<file path="src/rtl/pstx_pkg.sv">
package pstx_pkg;

  typedef enum logic [2:0] {
    ST_IDLE,
    ST_SETUP,
    ST_STROBE,
    ST_HOLD,
    ST_ACKWAIT
  } txState_t;

  typedef enum logic [1:0] {
    LD_SETUP,
    LD_WIDTH,
    LD_HOLD,
    LD_TMO
  } cntSel_t;

  // Strobes from control to datapath
  typedef struct packed {
    logic    capture;
    logic    strbOn;
    logic    strbOff;
    logic    cntLoad;
    cntSel_t cntSel;
    logic    cntDec;
    logic    errSet;
  } txCtl_t;

endpackage

</file>
<file path="src/rtl/pstx_sync.sv">
module pstx_sync #(
  parameter int STAGES = 2,
  parameter int W      = 1
) (
  input  logic         clk,
  input  logic         rstN,
  input  logic [W-1:0] din,
  output logic [W-1:0] dout
);

  logic [STAGES-1:0][W-1:0] chain;

  generate
    if (STAGES == 1) begin : g_single
      always_ff @(posedge clk or negedge rstN) begin
        if (!rstN) chain <= '0;
        else       chain <= din;
      end
    end else begin : g_multi
      always_ff @(posedge clk or negedge rstN) begin
        if (!rstN) chain <= '0;
        else       chain <= {chain[STAGES-2:0], din};
      end
    end
  endgenerate

  assign dout = chain[STAGES-1];

endmodule

</file>
<file path="src/rtl/pstx_ctrl.sv">
module pstx_ctrl
  import pstx_pkg::*;
(
  input  logic   clk,
  input  logic   rstN,
  input  logic   sValid,
  input  logic   cfgWide,
  input  logic   cfgBusyGate,
  input  logic   busySync,
  input  logic   ackSync,
  input  logic   cntZero,
  output logic   sReady,
  output txCtl_t ctl
);

  txState_t state, stateNext;
  logic     ackPrev;
  logic     ackSeen;
  logic     ackRise;
  logic     gateOn;
  logic     afterStrobe;

  assign gateOn      = cfgBusyGate & ~cfgWide;
  assign ackRise     = ackSync & ~ackPrev;
  assign afterStrobe = (state == ST_STROBE) || (state == ST_HOLD) ||
                       (state == ST_ACKWAIT);
  assign sReady      = (state == ST_IDLE);

  always_comb begin
    ctl       = '0;
    stateNext = state;
    case (state)
      ST_IDLE: begin
        if (sValid) begin
          ctl.capture = 1'b1;
          ctl.cntLoad = 1'b1;
          ctl.cntSel  = LD_SETUP;
          stateNext   = ST_SETUP;
        end
      end
      ST_SETUP: begin
        if (!cntZero) begin
          ctl.cntDec = 1'b1;
        end else if (!(gateOn && busySync)) begin
          ctl.strbOn  = 1'b1;
          ctl.cntLoad = 1'b1;
          ctl.cntSel  = LD_WIDTH;
          stateNext   = ST_STROBE;
        end
      end
      ST_STROBE: begin
        if (!cntZero) begin
          ctl.cntDec = 1'b1;
        end else begin
          ctl.strbOff = 1'b1;
          ctl.cntLoad = 1'b1;
          ctl.cntSel  = LD_HOLD;
          stateNext   = ST_HOLD;
        end
      end
      ST_HOLD: begin
        if (!cntZero) begin
          ctl.cntDec = 1'b1;
        end else begin
          ctl.cntLoad = 1'b1;
          ctl.cntSel  = LD_TMO;
          stateNext   = ST_ACKWAIT;
        end
      end
      ST_ACKWAIT: begin
        if (ackSeen) begin
          stateNext = ST_IDLE;
        end else if (cntZero) begin
          ctl.errSet = 1'b1;
          stateNext  = ST_IDLE;
        end else begin
          ctl.cntDec = 1'b1;
        end
      end
      default: stateNext = ST_IDLE;
    endcase
  end

  always_ff @(posedge clk or negedge rstN) begin
    if (!rstN) begin
      state   <= ST_IDLE;
      ackPrev <= 1'b0;
      ackSeen <= 1'b0;
    end else begin
      state   <= stateNext;
      ackPrev <= ackSync;
      if (ctl.capture)
        ackSeen <= 1'b0;
      else if (ackRise && afterStrobe)
        ackSeen <= 1'b1;
    end
  end

endmodule

</file>
<file path="src/rtl/pstx_dp.sv">
module pstx_dp
  import pstx_pkg::*;
#(
  parameter int DATA_W = 16,
  parameter int TPAR_W = 8,
  parameter int TMO_W  = 12
) (
  input  logic              clk,
  input  logic              rstN,
  input  txCtl_t            ctl,
  input  logic              cfgWide,
  input  logic [TPAR_W-1:0] cfgSetup,
  input  logic [TPAR_W-1:0] cfgWidth,
  input  logic [TPAR_W-1:0] cfgHold,
  input  logic [TMO_W-1:0]  cfgTimeout,
  input  logic [DATA_W-1:0] sData,
  output logic [DATA_W-1:0] pData,
  output logic              pStrobeN,
  output logic              errTimeout,
  output logic              cntZero
);

  localparam int NARROW_W = 8;
  localparam int CNT_W    = (TMO_W > TPAR_W) ? TMO_W : TPAR_W;
  localparam logic [DATA_W-1:0] LOW_MASK =
    DATA_W'((64'd1 << NARROW_W) - 64'd1);

  logic [CNT_W-1:0] cnt;
  logic [CNT_W-1:0] loadVal;

  always_comb begin
    case (ctl.cntSel)
      LD_SETUP: loadVal = CNT_W'(cfgSetup);
      LD_WIDTH: loadVal = CNT_W'(cfgWidth);
      LD_HOLD:  loadVal = CNT_W'(cfgHold);
      default:  loadVal = CNT_W'(cfgTimeout);
    endcase
  end

  assign cntZero = (cnt == '0);

  always_ff @(posedge clk or negedge rstN) begin
    if (!rstN) begin
      cnt        <= '0;
      pData      <= '0;
      pStrobeN   <= 1'b1;
      errTimeout <= 1'b0;
    end else begin
      if (ctl.cntLoad)     cnt <= loadVal;
      else if (ctl.cntDec) cnt <= cnt - 1'b1;

      if (ctl.capture)
        pData <= cfgWide ? sData : (sData & LOW_MASK);

      if (ctl.strbOn)       pStrobeN <= 1'b0;
      else if (ctl.strbOff) pStrobeN <= 1'b1;

      errTimeout <= ctl.errSet;
    end
  end

endmodule

</file>
<file path="src/rtl/par_pulse_tx.sv">
module par_pulse_tx
  import pstx_pkg::*;
#(
  parameter int DATA_W      = 16,
  parameter int TPAR_W      = 8,
  parameter int TMO_W       = 12,
  parameter int SYNC_STAGES = 2
) (
  input  logic              clk,
  input  logic              rstN,
  input  logic              cfgWide,
  input  logic              cfgBusyGate,
  input  logic [TPAR_W-1:0] cfgSetup,
  input  logic [TPAR_W-1:0] cfgWidth,
  input  logic [TPAR_W-1:0] cfgHold,
  input  logic [TMO_W-1:0]  cfgTimeout,
  input  logic              sValid,
  output logic              sReady,
  input  logic [DATA_W-1:0] sData,
  input  logic              busyIn,
  input  logic              ackIn,
  output logic [DATA_W-1:0] pData,
  output logic              pStrobeN,
  output logic              errTimeout
);

  txCtl_t     ctl;
  logic       cntZero;
  logic       busySync;
  logic       ackSync;
  logic [1:0] syncOut;

  pstx_sync #(.STAGES(SYNC_STAGES), .W(2)) u_sync (
    .clk  (clk),
    .rstN (rstN),
    .din  ({busyIn, ackIn}),
    .dout (syncOut)
  );

  assign busySync = syncOut[1];
  assign ackSync  = syncOut[0];

  pstx_ctrl u_ctrl (
    .clk         (clk),
    .rstN        (rstN),
    .sValid      (sValid),
    .cfgWide     (cfgWide),
    .cfgBusyGate (cfgBusyGate),
    .busySync    (busySync),
    .ackSync     (ackSync),
    .cntZero     (cntZero),
    .sReady      (sReady),
    .ctl         (ctl)
  );

  pstx_dp #(.DATA_W(DATA_W), .TPAR_W(TPAR_W), .TMO_W(TMO_W)) u_dp (
    .clk        (clk),
    .rstN       (rstN),
    .ctl        (ctl),
    .cfgWide    (cfgWide),
    .cfgSetup   (cfgSetup),
    .cfgWidth   (cfgWidth),
    .cfgHold    (cfgHold),
    .cfgTimeout (cfgTimeout),
    .sData      (sData),
    .pData      (pData),
    .pStrobeN   (pStrobeN),
    .errTimeout (errTimeout),
    .cntZero    (cntZero)
  );

endmodule

</file>
<file path="config.mk">
export PLATFORM = sky130hd
export DESIGN_NAME = par_pulse_tx
export DESIGN_NICKNAME = d
export VERILOG_FILES = /design/src/rtl/pstx_pkg.sv /design/src/rtl/pstx_sync.sv /design/src/rtl/pstx_ctrl.sv /design/src/rtl/pstx_dp.sv /design/src/rtl/par_pulse_tx.sv
export SDC_FILE = /design/constraint.sdc
export NUM_CORES = 1
export LEC_CHECK = 0
export BUFFER_PORTS_ARGS = -buffer_cell sky130_fd_sc_hd__buf_2
export CAP_MARGIN = 10
export CORE_AREA = 2 2 69 71
export DETAILED_ROUTE_END_ITERATION = 10
export DIE_AREA = 0 0 71 73
export GPL_ROUTABILITY_DRIVEN = 0
export PLACE_DENSITY_LB_ADDON = 0.05
export SLEW_MARGIN = 20
export SYNTH_ARGS = -nofsm -noshare
export SYNTH_HDL_FRONTEND = slang
export SYNTH_SLANG_ARGS = --single-unit
</file>
<file path="constraint.sdc">
create_clock -name clk -period 3.1 [get_ports clk]
set_input_delay 0.465 -clock clk [delete_from_list [all_inputs] [get_ports clk]]
set_output_delay 0.465 -clock clk [all_outputs]
set_load 0.01 [all_outputs]
</file>
### Word-level counts from Yosys, hierarchy flattened

Index checks and enable logic that the tools add are counted.

| storage, ports and cells | value |
|---|---|
| register bits | 39 |
| output and inout port bits | 19 |
| bits of input ports | 59 |
| word-level logic and storage cells | 71 |

| operators by class | value |
|---|---|
| add/subtract/negate cells | 1 |
| reductions and logical operators | 12 |
| equality and inequality tests | 12 |
| bitwise operators | 4 |
| muxes and demuxes | 33 |

Operators with widths:

| operator | count |
|---|---|
| 12-bit one-hot mux with 3 select lines | 1 |
| 3-bit 2-to-1 mux | 11 |
| 12-bit 2-to-1 mux | 2 |
| 16-bit 2-to-1 mux | 1 |
| 3-bit one-hot mux with 5 select lines | 1 |
| 1-bit 2-to-1 mux | 13 |
| 12-bit zero test | 1 |
| 3-bit one-hot mux with 4 select lines | 1 |
| 12-bit by 1-bit subtractor with 12-bit output (second input constant) | 1 |
| 3-bit by 2-bit equality test with 1-bit output (second input constant) | 2 |
| 2-bit by 1-bit inequality test with 1-bit output (second input constant) | 3 |
| 6-bit AND reduction | 1 |
| 2-bit nonzero test | 3 |
| 4-bit 2-to-1 mux | 1 |
| 2-bit inequality test (second input constant) | 2 |
| 3-bit by 1-bit equality test with 1-bit output (second input constant) | 1 |
| 3-bit equality test (second input constant) | 1 |
| 3-bit zero test | 1 |
| 3-bit by 1-bit inequality test with 1-bit output (second input constant) | 1 |
| 3-bit OR reduction | 1 |
| 1-bit bitwise AND | 2 |
| 2-bit by 1-bit equality test with 1-bit output (second input constant) | 1 |
| 2-bit equality test (second input constant) | 1 |
| 1-bit logical AND | 2 |
| other kinds (5) | 7 |

### Depth between registers and ports, before layout

Gate-level depths: netlist of the first run.

| logic depth | value |
|---|---|
| depth in word-level cells | 9 |
| depth in mapped cells | 10 |
| mapped depth without buffers | 8 |

### Cells and area by module

A second synthesis of the first run with hierarchy kept.

| unflattened totals | value |
|---|---|
| cell total of the unflattened synthesis | 200 |
| area, all modules | 2085.8 µm² |

Modules (own cells, without submodules):

| module | instances | sequential area each (µm²) | area an instance (µm²) | cells an instance |
|---|---|---|---|---|
| pstx_dp | 1 | 752.0 | 1612.8 | 151 |
| pstx_ctrl | 1 | 125.1 | 357.8 | 43 |
| pstx_sync | 1 | 100.1 | 115.1 | 6 |

### Least setup slack after synthesis of the first run

OpenSTA, ideal clock, no wires.

| path | value |
|---|---|
| path kind | register -> register |
| start point | reg u_dp.cnt[0] |
| end point | reg u_dp.cnt[9] |
| library setup time | 0.118 ns |
| arrival | 2.380 ns |
| period minus slack after synthesis | 2.498 ns |
| path slack | 0.602 ns |
| buffers on the path | 2 |
| stages on the path, launching flop included | 11 |
| path through | dfrtp_1 -> inv_1 -> ha_1 -> or4b_1 -> or4_1 -> buf_2 -> o21a_1 -> buf_2 -> nand2_1 -> a31oi_1 -> a21o_1 |

| on the way | value |
|---|---|
| longest elaborated chain between the ends | 6 |

RTL lines:

| element | RTL line | source |
|---|---|---|
| start, declared | pstx_dp.sv:28 | `logic [CNT_W-1:0] cnt;` |
| start signal, assigned | pstx_dp.sv:49 | `if (ctl.cntLoad) cnt <= loadVal;` |
| start signal, assigned | pstx_dp.sv:50 | `else if (ctl.cntDec) cnt <= cnt - 1'b1;` |
| 12-bit zero test | pstx_dp.sv:40 | `assign cntZero = (cnt == '0);` |
| 3-bit 2-to-1 mux (tied with other cells) | pstx_ctrl.sv:62 | `if (!cntZero) begin` |
| 3-bit one-hot mux with 4 select lines | pstx_ctrl.sv:32 | `case (state)` |
| 2-bit equality test (tied with other cells) | pstx_dp.sv:32 | `case (ctl.cntSel)` |
| 12-bit one-hot mux with 3 select lines | pstx_dp.sv:32 |  |
| 12-bit 2-to-1 mux | pstx_dp.sv:49 |  |

Parallel ways exist; a longest one is shown, timed or not. The select of a mux whose other input is x is not followed.
A chain may end at the register's enable or synchronous reset.

### Worst setup path in the final report of the first run

| path | value |
|---|---|
| start point | reg u_dp.cnt[0] |
| end point | reg u_dp.cnt[2] |

The elaborated chain is that of the path after synthesis.

==> metrics.md, run 1 <==
| Metric | Value |
|---|---|
| Outcome | `completed` |
| Slowest-stage cell, CP | `or4_1` |
| R2R depth | `8` |
| R2R Path End | `u_dp.cnt[2]` |
| Drt total wl | `5270 um` |
| Post-synthesis cell type count | `50` |
| Reg power frac | `55.6%` |
| Die X | `71 um` |
| Comb pwr share | `13.1%` |
| Startpoint Class | `flop` |
| Synth warn | `0` |
| Kind of critical path | `flop to flop` |
| CTS tree | `yes` |
| Worst-margin pin slew | `864 ps` |
| 1st-pass router iterations | `4` |
| CTS Hold Bufs | `0` |
| CP bufs+invs | `1` |
| Net count, final | `356` |
| Critical Path Sink Type | `flop` |
| Syn Nets | `283` |
| Count of input and output buffers | `77` |
| Net Sw Frac | `28.2%` |
| Leading post-synthesis cells by cell area | `dfrtp_1 45%, nand2_1 6.5%, mux2_2 4.2%` |
| Number of post-CTS setup repair buffers | `0` |
| Unrepaired setup endpoints after global routing | `false` |
| Row Count | `25` |
| # diodes | `0` |
| Die area | `5180 um2` |
| Clock transition at path regs | `80 ps` |
| Crit-path leading delay family | `simple AND/OR/NAND/NOR gates` |
| Dpl ws | `316 ps` |
| First-pass GRT wire length | `8630 um` |
| Post-cts resize count | `0` |
| Fmax | `0.352 GHz` |
| IO Pins | `78` |
| Switching power of the nets | `0.312 mW` |
| Largest area contributor in the netlist | `dfrtp_1` |
| Int Pwr | `0.794 mW` |
| Syn_area_per_cell | `9.58 um2` |
| Crit share post-route | `91.6%` |
| Final instance area | `2610 um2` |
| Final Max Slew Viols | `0` |
| Async set-reset flop share out of synthesis | `100%` |
| Clock latency on the worst-skew pair | `300 ps` |
| Synth Instances | `222` |
| Global-route usage over all layers | `21.7%` |
| Final Core Density | `57.5%` |
| Vias in the first global route | `1771` |
| Worst clock skew | `10.2 ps` |
| Endpoints failing hold | `0` |
| Initial antenna violation count | `0` |
| Post-synth EDFFs | `0` |
| Post-layout min period | `2840 ps` |
| Top FF cell, synth | `dfrtp_1` |
| Layout cells sized above 1 | `36.8%` |
| CP Cell Sequence | `inv_1 -> ha_1 -> or4b_1 -> or4_1 -> nor3_1 -> o2bb2ai_1 -> o22ai_1 -> mux2i_1` |
| Reg2reg start | `u_dp.cnt[0]` |
| Pin count of the biggest net entering global routing | `40` |
| Clock power frac | `31.3%` |
| Maximum vdd drop | `0.275 mV` |
| Clock Root Buffer | `clkbuf_8` |
| Clock buffer depth | `2` |
| Num CTS Buffers | `5` |
| Yosys top cell area share | `44.7%` |
| DP HPWL | `4050 um` |
| Final setup TNS | `0 ps` |
| Lkg Pwr | `1.26 nW` |
| Worst min path class | `primary input to async pin` |
| Vias/cell | `5.38` |
| CP arrival | `3060 ps` |
| Worst EP required | `3320 ps` |
| CTS sink count | `39` |
| Initial Util | `46.9%` |
| Layout Cells excl Fill | `350` |
| Max cap viols | `0` |
| Setup ws final | `260 ps` |
| DRT iter0 DRCs | `149` |
| Core box area | `4540 um2` |
| DP Area | `2520 um2` |
| Routed vias | `1884` |
| Die height | `73 um` |
| R2R setup slack | `260 ps` |
| DR WL/cell | `15.0 um` |
| GRT overflow | `0` |
| Slew margin rel. | `42.4%` |
| Placed Cells | `342` |
| Critical path peak fanout | `6` |
| Slowest Stage Delay on Critical Path | `640 ps` |
| Synthesized area | `2130 um2` |
| Sequential area share after synthesis | `45.9%` |
| #FFs+latches synth | `39` |
| Power per cell area | `424 nW/um2` |
| Filler cell count | `437` |
| Crit path depth | `8` |
| Count of final setup violators | `0` |
| Antenna Nets Post-Route | `0` |
| Area Growth Syn to Fin | `22.6%` |
| Htree depth | `2` |
| DRC | `0` |
registers in the layout (all words and copies together), names as in the netlist:
signal,count
u_sync.dout,2
u_dp.pStrobeN,1
u_dp.errTimeout,1
u_sync.chain,2
u_dp.pData,16
u_ctrl.ackPrev,1
u_ctrl.ackSeen,1
u_dp.cnt,12
u_ctrl.state,3
per-stage QoR:
stage	hold slack (ps)	power, mW
final	273	1.11
after global routing	258	1.17
after CTS	266	1.12
after detailed placement	335	0.771
after global placement	335	0.769
after floorplan	169	0.695
worst register-to-register path: stages (launching register included):
cell	delay (ps)
dfrtp_1	390
inv_1	110
ha_1	140
or4b_1	580
or4_1	640
nor3_1	440
o2bb2ai_1	200
o22ai_1	90
mux2i_1	170
synth_stat cells, types with 2 or more instances:
master,n
nor2_1,15
a21oi_1,10
o22a_2,2
nor3_1,3
or4_1,5
nand2_1,37
nor3b_1,2
a22oi_1,2
a211o_1,2
o2bb2ai_1,3
nand3_1,5
o22ai_1,2
buf_6,4
or3_1,2
a31oi_1,4
ha_1,2
inv_1,3
o31ai_1,2
mux2_2,8
xor2_1,5
buf_2,4
nand2b_1,2
o21ai_0,17
nand3b_1,3
or4b_1,2
o21a_1,2
a21o_1,3
nor4_1,3
clkbuf_1,6
dfrtp_1,38
xnor2_1,3
or2_2,3
logic make-up after synthesis:
group	after synthesis	synth area share [%]
AND/OR/NAND/NOR	91	23.1
AO/OA/AOI/OAI	55	16.9
flip-flops	39	45.9
buffers and inverters	18	4.82
multiplexers	9	4.71
XOR/XNOR	8	3.29
adder cells (fa/ha/maj)	2	1.18
power by group through the flow:
stage | clock (mW) | sequential (mW) | combinational (mW)
floorplan | 0 | 0.608 | 0.0864
global placement | 0 | 0.627 | 0.142
detailed placement | 0 | 0.626 | 0.145
CTS | 0.355 | 0.615 | 0.147
global route | 0.379 | 0.623 | 0.168
finish | 0.346 | 0.614 | 0.145
area by class of cell:
class,count,area (um2),share of cell area (%)
sequential,39,977,37.5
inverter,3,11.3,0.432
multi-input combinational,165,1050,40.2
timing repair buffer,81,415,15.9
clock inverter,3,20.0,0.768
clock buffer,5,68.8,2.64
tap,54,67.6,2.59
how the worst max path moves through the flow:
stage	endpoint	start	slack, ps
final	u_dp.cnt[2]	u_dp.cnt[0]	260
after global routing	u_dp.cnt[2]	u_dp.cnt[0]	100
after CTS	u_dp.cnt[2]	u_dp.cnt[0]	290
after detailed placement	u_dp.cnt[2]	u_dp.cnt[0]	320
after global placement	u_dp.cnt[2]	u_dp.cnt[0]	380
after floorplan	u_dp.cnt[9]	u_dp.cnt[0]	600
placed cells by master, fill, tap and decap left out, types with 3 or more instances in the layout:
cell       instances
xnor2_1            3
o2bb2ai_1          3
o21ai_0           17
mux2_2             8
dfrtp_1           38
nor3_1             3
inv_1              3
xor2_1             5
a21oi_1           10
a21o_1             3
clkbuf_8           5
nor4_1             3
nand3_1            5
buf_2             77
or4_1              5
nand3b_1           3
nor2_1            15
buf_4              4
nand2_1           37
a31oi_1            4
or2_2              3
per-layer routing:
layer | vias up | track usage [%] | wire [um] | share of wire (%)
li1 | 937 | - | - | -
met1 | 860 | 29.3 | 2360 | 45
met2 | 75 | 33.2 | 2390 | 45
met3 | 12 | 6.22 | 411 | 7.8
met4 | 0 | 8.39 | 108 | 2.1
met5 | - | 0 | 0 | 0
Note: power is estimated with default switching activity, not from simulation.
==> run 2, diff against run 1 <==
- ABC_CLOCK_PERIOD_IN_PS: default -> 3100
- CELL_PAD_IN_SITES_DETAIL_PLACEMENT: default -> 0
- CELL_PAD_IN_SITES_GLOBAL_PLACEMENT: default -> 2
- CORE_AREA: 2 2 69 71 -> 2 2 89 91
- DIE_AREA: 0 0 71 73 -> 0 0 91 93
==> run 2 against run 1 <==
Net effect: setup slack better by 33 ps; total power up 15%; flip-flop and latch count did not move; critical path depth unchanged; routed wire length up 19%; die area increased by 63%; cell area is 4.8% higher; clock power increased by 48%; register-to-register slack better by 30 ps; utilization decreased by 21 points; sequential share of layout area decreased by 1.7 points; worst hold slack better by 4.1 ps.
==> metrics.md, run 2 (synthesis results as in run 1) <==
| Metric | Value |
|---|---|
| Outcome | `completed` |
| Final Core Density | `36.3% (-21 points)` |
| DP HPWL | `4760 um (+18%)` |
| Vias in the first global route | `1920 (+8.4%)` |
| 1st-pass router iterations | `4 (unchanged)` |
| Largest register by flop count | `u_dp.pData` |
| Final Max Slew Viols | `0 (unchanged)` |
| IO Pins | `78 (unchanged)` |
| Drt total wl | `6250 um (+19%)` |
| Crit share post-route | `90.5% (-1.1 points)` |
| CP Cell Sequence | `inv_1 -> ha_1 -> or4b_1 -> or4_1 -> nor3_1 -> o2bb2ai_1 -> o22ai_1 -> mux2i_1` |
| Final setup TNS | `0 ps (unchanged)` |
| Num CTS Buffers | `5 (unchanged)` |
| Post-cts resize count | `0 (unchanged)` |
| Tot Pwr | `1.27 mW (+15%)` |
| Clock latency on the worst-skew pair | `290 ps (about the same)` |
| R2R depth | `8 (unchanged)` |
| Startpoint Class | `flop` |
| Number of post-CTS setup repair buffers | `0 (unchanged)` |
| # diodes | `0 (unchanged)` |
| Clock Root Buffer | `clkbuf_8` |
| DRC | `0 (unchanged)` |
| CTS tree | `yes` |
| Row Count | `32 (+28%)` |
| Layout cells sized above 1 | `37.1% (+0.30 points)` |
| Slowest-stage cell, CP | `or4_1` |
| R2R setup slack | `290 ps (+30 ps)` |
| CP bufs+invs | `1 (unchanged)` |
| R2R Path End | `u_dp.cnt[2]` |
| Vias/cell | `4.73 (-12%)` |
| Global-route usage over all layers | `15.1% (-6.6 points)` |
| Commonest cells after routing, fill and taps aside | `77 x buf_2, 38 x dfrtp_1, 37 x nand2_1` |
| Slew margin rel. | `38.0% (-4.4 points)` |
| Critical Path Sink Type | `flop` |
| Clock buffer depth | `2 (unchanged)` |
| Crit-path leading delay family | `simple AND/OR/NAND/NOR gates` |
| Initial Util | `28.3% (-19 points)` |
| Hold endpoint | `u_sync.chain[0]` |
| Routed vias | `1898 (+0.74%)` |
| Critical path startpoint | `u_dp.cnt[0]` |
| Unrepaired setup endpoints after global routing | `false` |
| Reg2reg start | `u_dp.cnt[0]` |
| DR WL/cell | `15.6 um (+3.6%)` |
| Maximum vdd drop | `0.172 mV (-37%)` |
| Antenna Nets Post-Route | `0 (unchanged)` |
| Layout Cells excl Fill | `401 (+15%)` |
| Slowest Stage Delay on Critical Path | `640 ps (about the same)` |
| Area Growth Syn to Fin | `28.5%` |
| Most common cell after layout, fill and taps aside | `buf_2` |
| Htree depth | `2 (unchanged)` |
| Worst Hold Depth | `1` |
| Die area | `8460 um2 (+63%)` |
| Post-layout min period | `2810 ps (-33.1 ps)` |
| Pin count of the biggest net entering global routing | `40 (unchanged)` |
| Placed Cells | `393 (+15%)` |
| Initial antenna violation count | `0 (unchanged)` |
| Lkg Pwr | `1.30 nW (+3.2%)` |
| Hold path startpoint | `ackIn` |
| WHS | `277 ps (+4.12 ps)` |
| Count of final setup violators | `0 (unchanged)` |
| Endpoints failing hold | `0 (unchanged)` |
| Fmax | `0.356 GHz (+1.2%)` |
| Worst clock skew | `7.50 ps (-2.72 ps)` |
| Biggest regs | `u_dp.pData: 16 flops, u_dp.cnt: 12 flops, u_ctrl.state: 3 flops` |
| Worst min path class | `primary input to flop` |
| Critical path peak fanout | `6 (unchanged)` |
| Worst EP required | `3320 ps (about the same)` |
| Die X | `91 um (+28%)` |
| CP arrival | `3020 ps (-40 ps)` |
| DRT iter0 DRCs | `66 (-56%)` |
| Clock transition at path regs | `80 ps (about the same)` |
| Power per cell area | `466 nW/um2 (+9.8%)` |
| Count of input and output buffers | `77 (unchanged)` |
| Core box area | `7530 um2 (+66%)` |
| Kind of critical path | `flop to flop` |
| Net count, final | `359 (+0.84%)` |
| First-pass GRT wire length | `9900 um (+15%)` |
| Max cap viols | `0 (unchanged)` |
| Number of flip-flops in the largest register | `16 (unchanged)` |
| GRT overflow | `0 (unchanged)` |
| CTS Hold Bufs | `0 (unchanged)` |
| Die height | `93 um (+27%)` |
| Worst-margin pin slew | `931 ps (+66.5 ps)` |
| CTS sink count | `39 (unchanged)` |
[run 2: power breakdown]
| group | internal (mW) | switching (mW) |
|---|---|---|
| combinational | 0.0794 | 0.0680 |
| sequential | 0.557 | 0.0572 |
| clock | 0.322 | 0.189 |
[run 2: stage by stage]
step	setup slack (ps)	instance area, um2
5_1_grt	114	2730
3_3_place_gp	339	2600
3_5_place_dp	328	2600
6_report	293	2730
2_1_floorplan	602	2130
4_1_cts	277	2730
[run 2: cell type report]
cell class,count,area [um2]
Fill cell,836,4790
Clock inverter,2,60.1
Sequential cell,39,977
Inverter,3,11.3
Multi-Input combinational cell,165,1050
Clock buffer,6,72.6
Tap cell,102,128
Timing Repair Buffer,84,438
[run 2: metal layers]
layer | track usage, % | share of wire (%)
met5 | 0 | 0
met4 | 3.03 | 0.62
met3 | 4.03 | 5.9
met2 | 25.6 | 49
met1 | 19.5 | 45
[run 2: worst max path at each step]
stage | to | cells past startpoint
5_1_grt | u_dp.cnt[2] | 8
6_report | u_dp.cnt[2] | 8
2_1_floorplan | u_dp.cnt[9] | 10
3_3_place_gp | u_dp.cnt[2] | 8
4_1_cts | u_dp.cnt[2] | 8
3_5_place_dp | u_dp.cnt[2] | 8
[run 2: worst register-to-register path: stages (launching register included)]
cell	delay, ps
dfrtp_1	380
inv_1	110
ha_1	160
or4b_1	580
or4_1	640
nor3_1	450
o2bb2ai_1	180
o22ai_1	90
mux2i_1	140
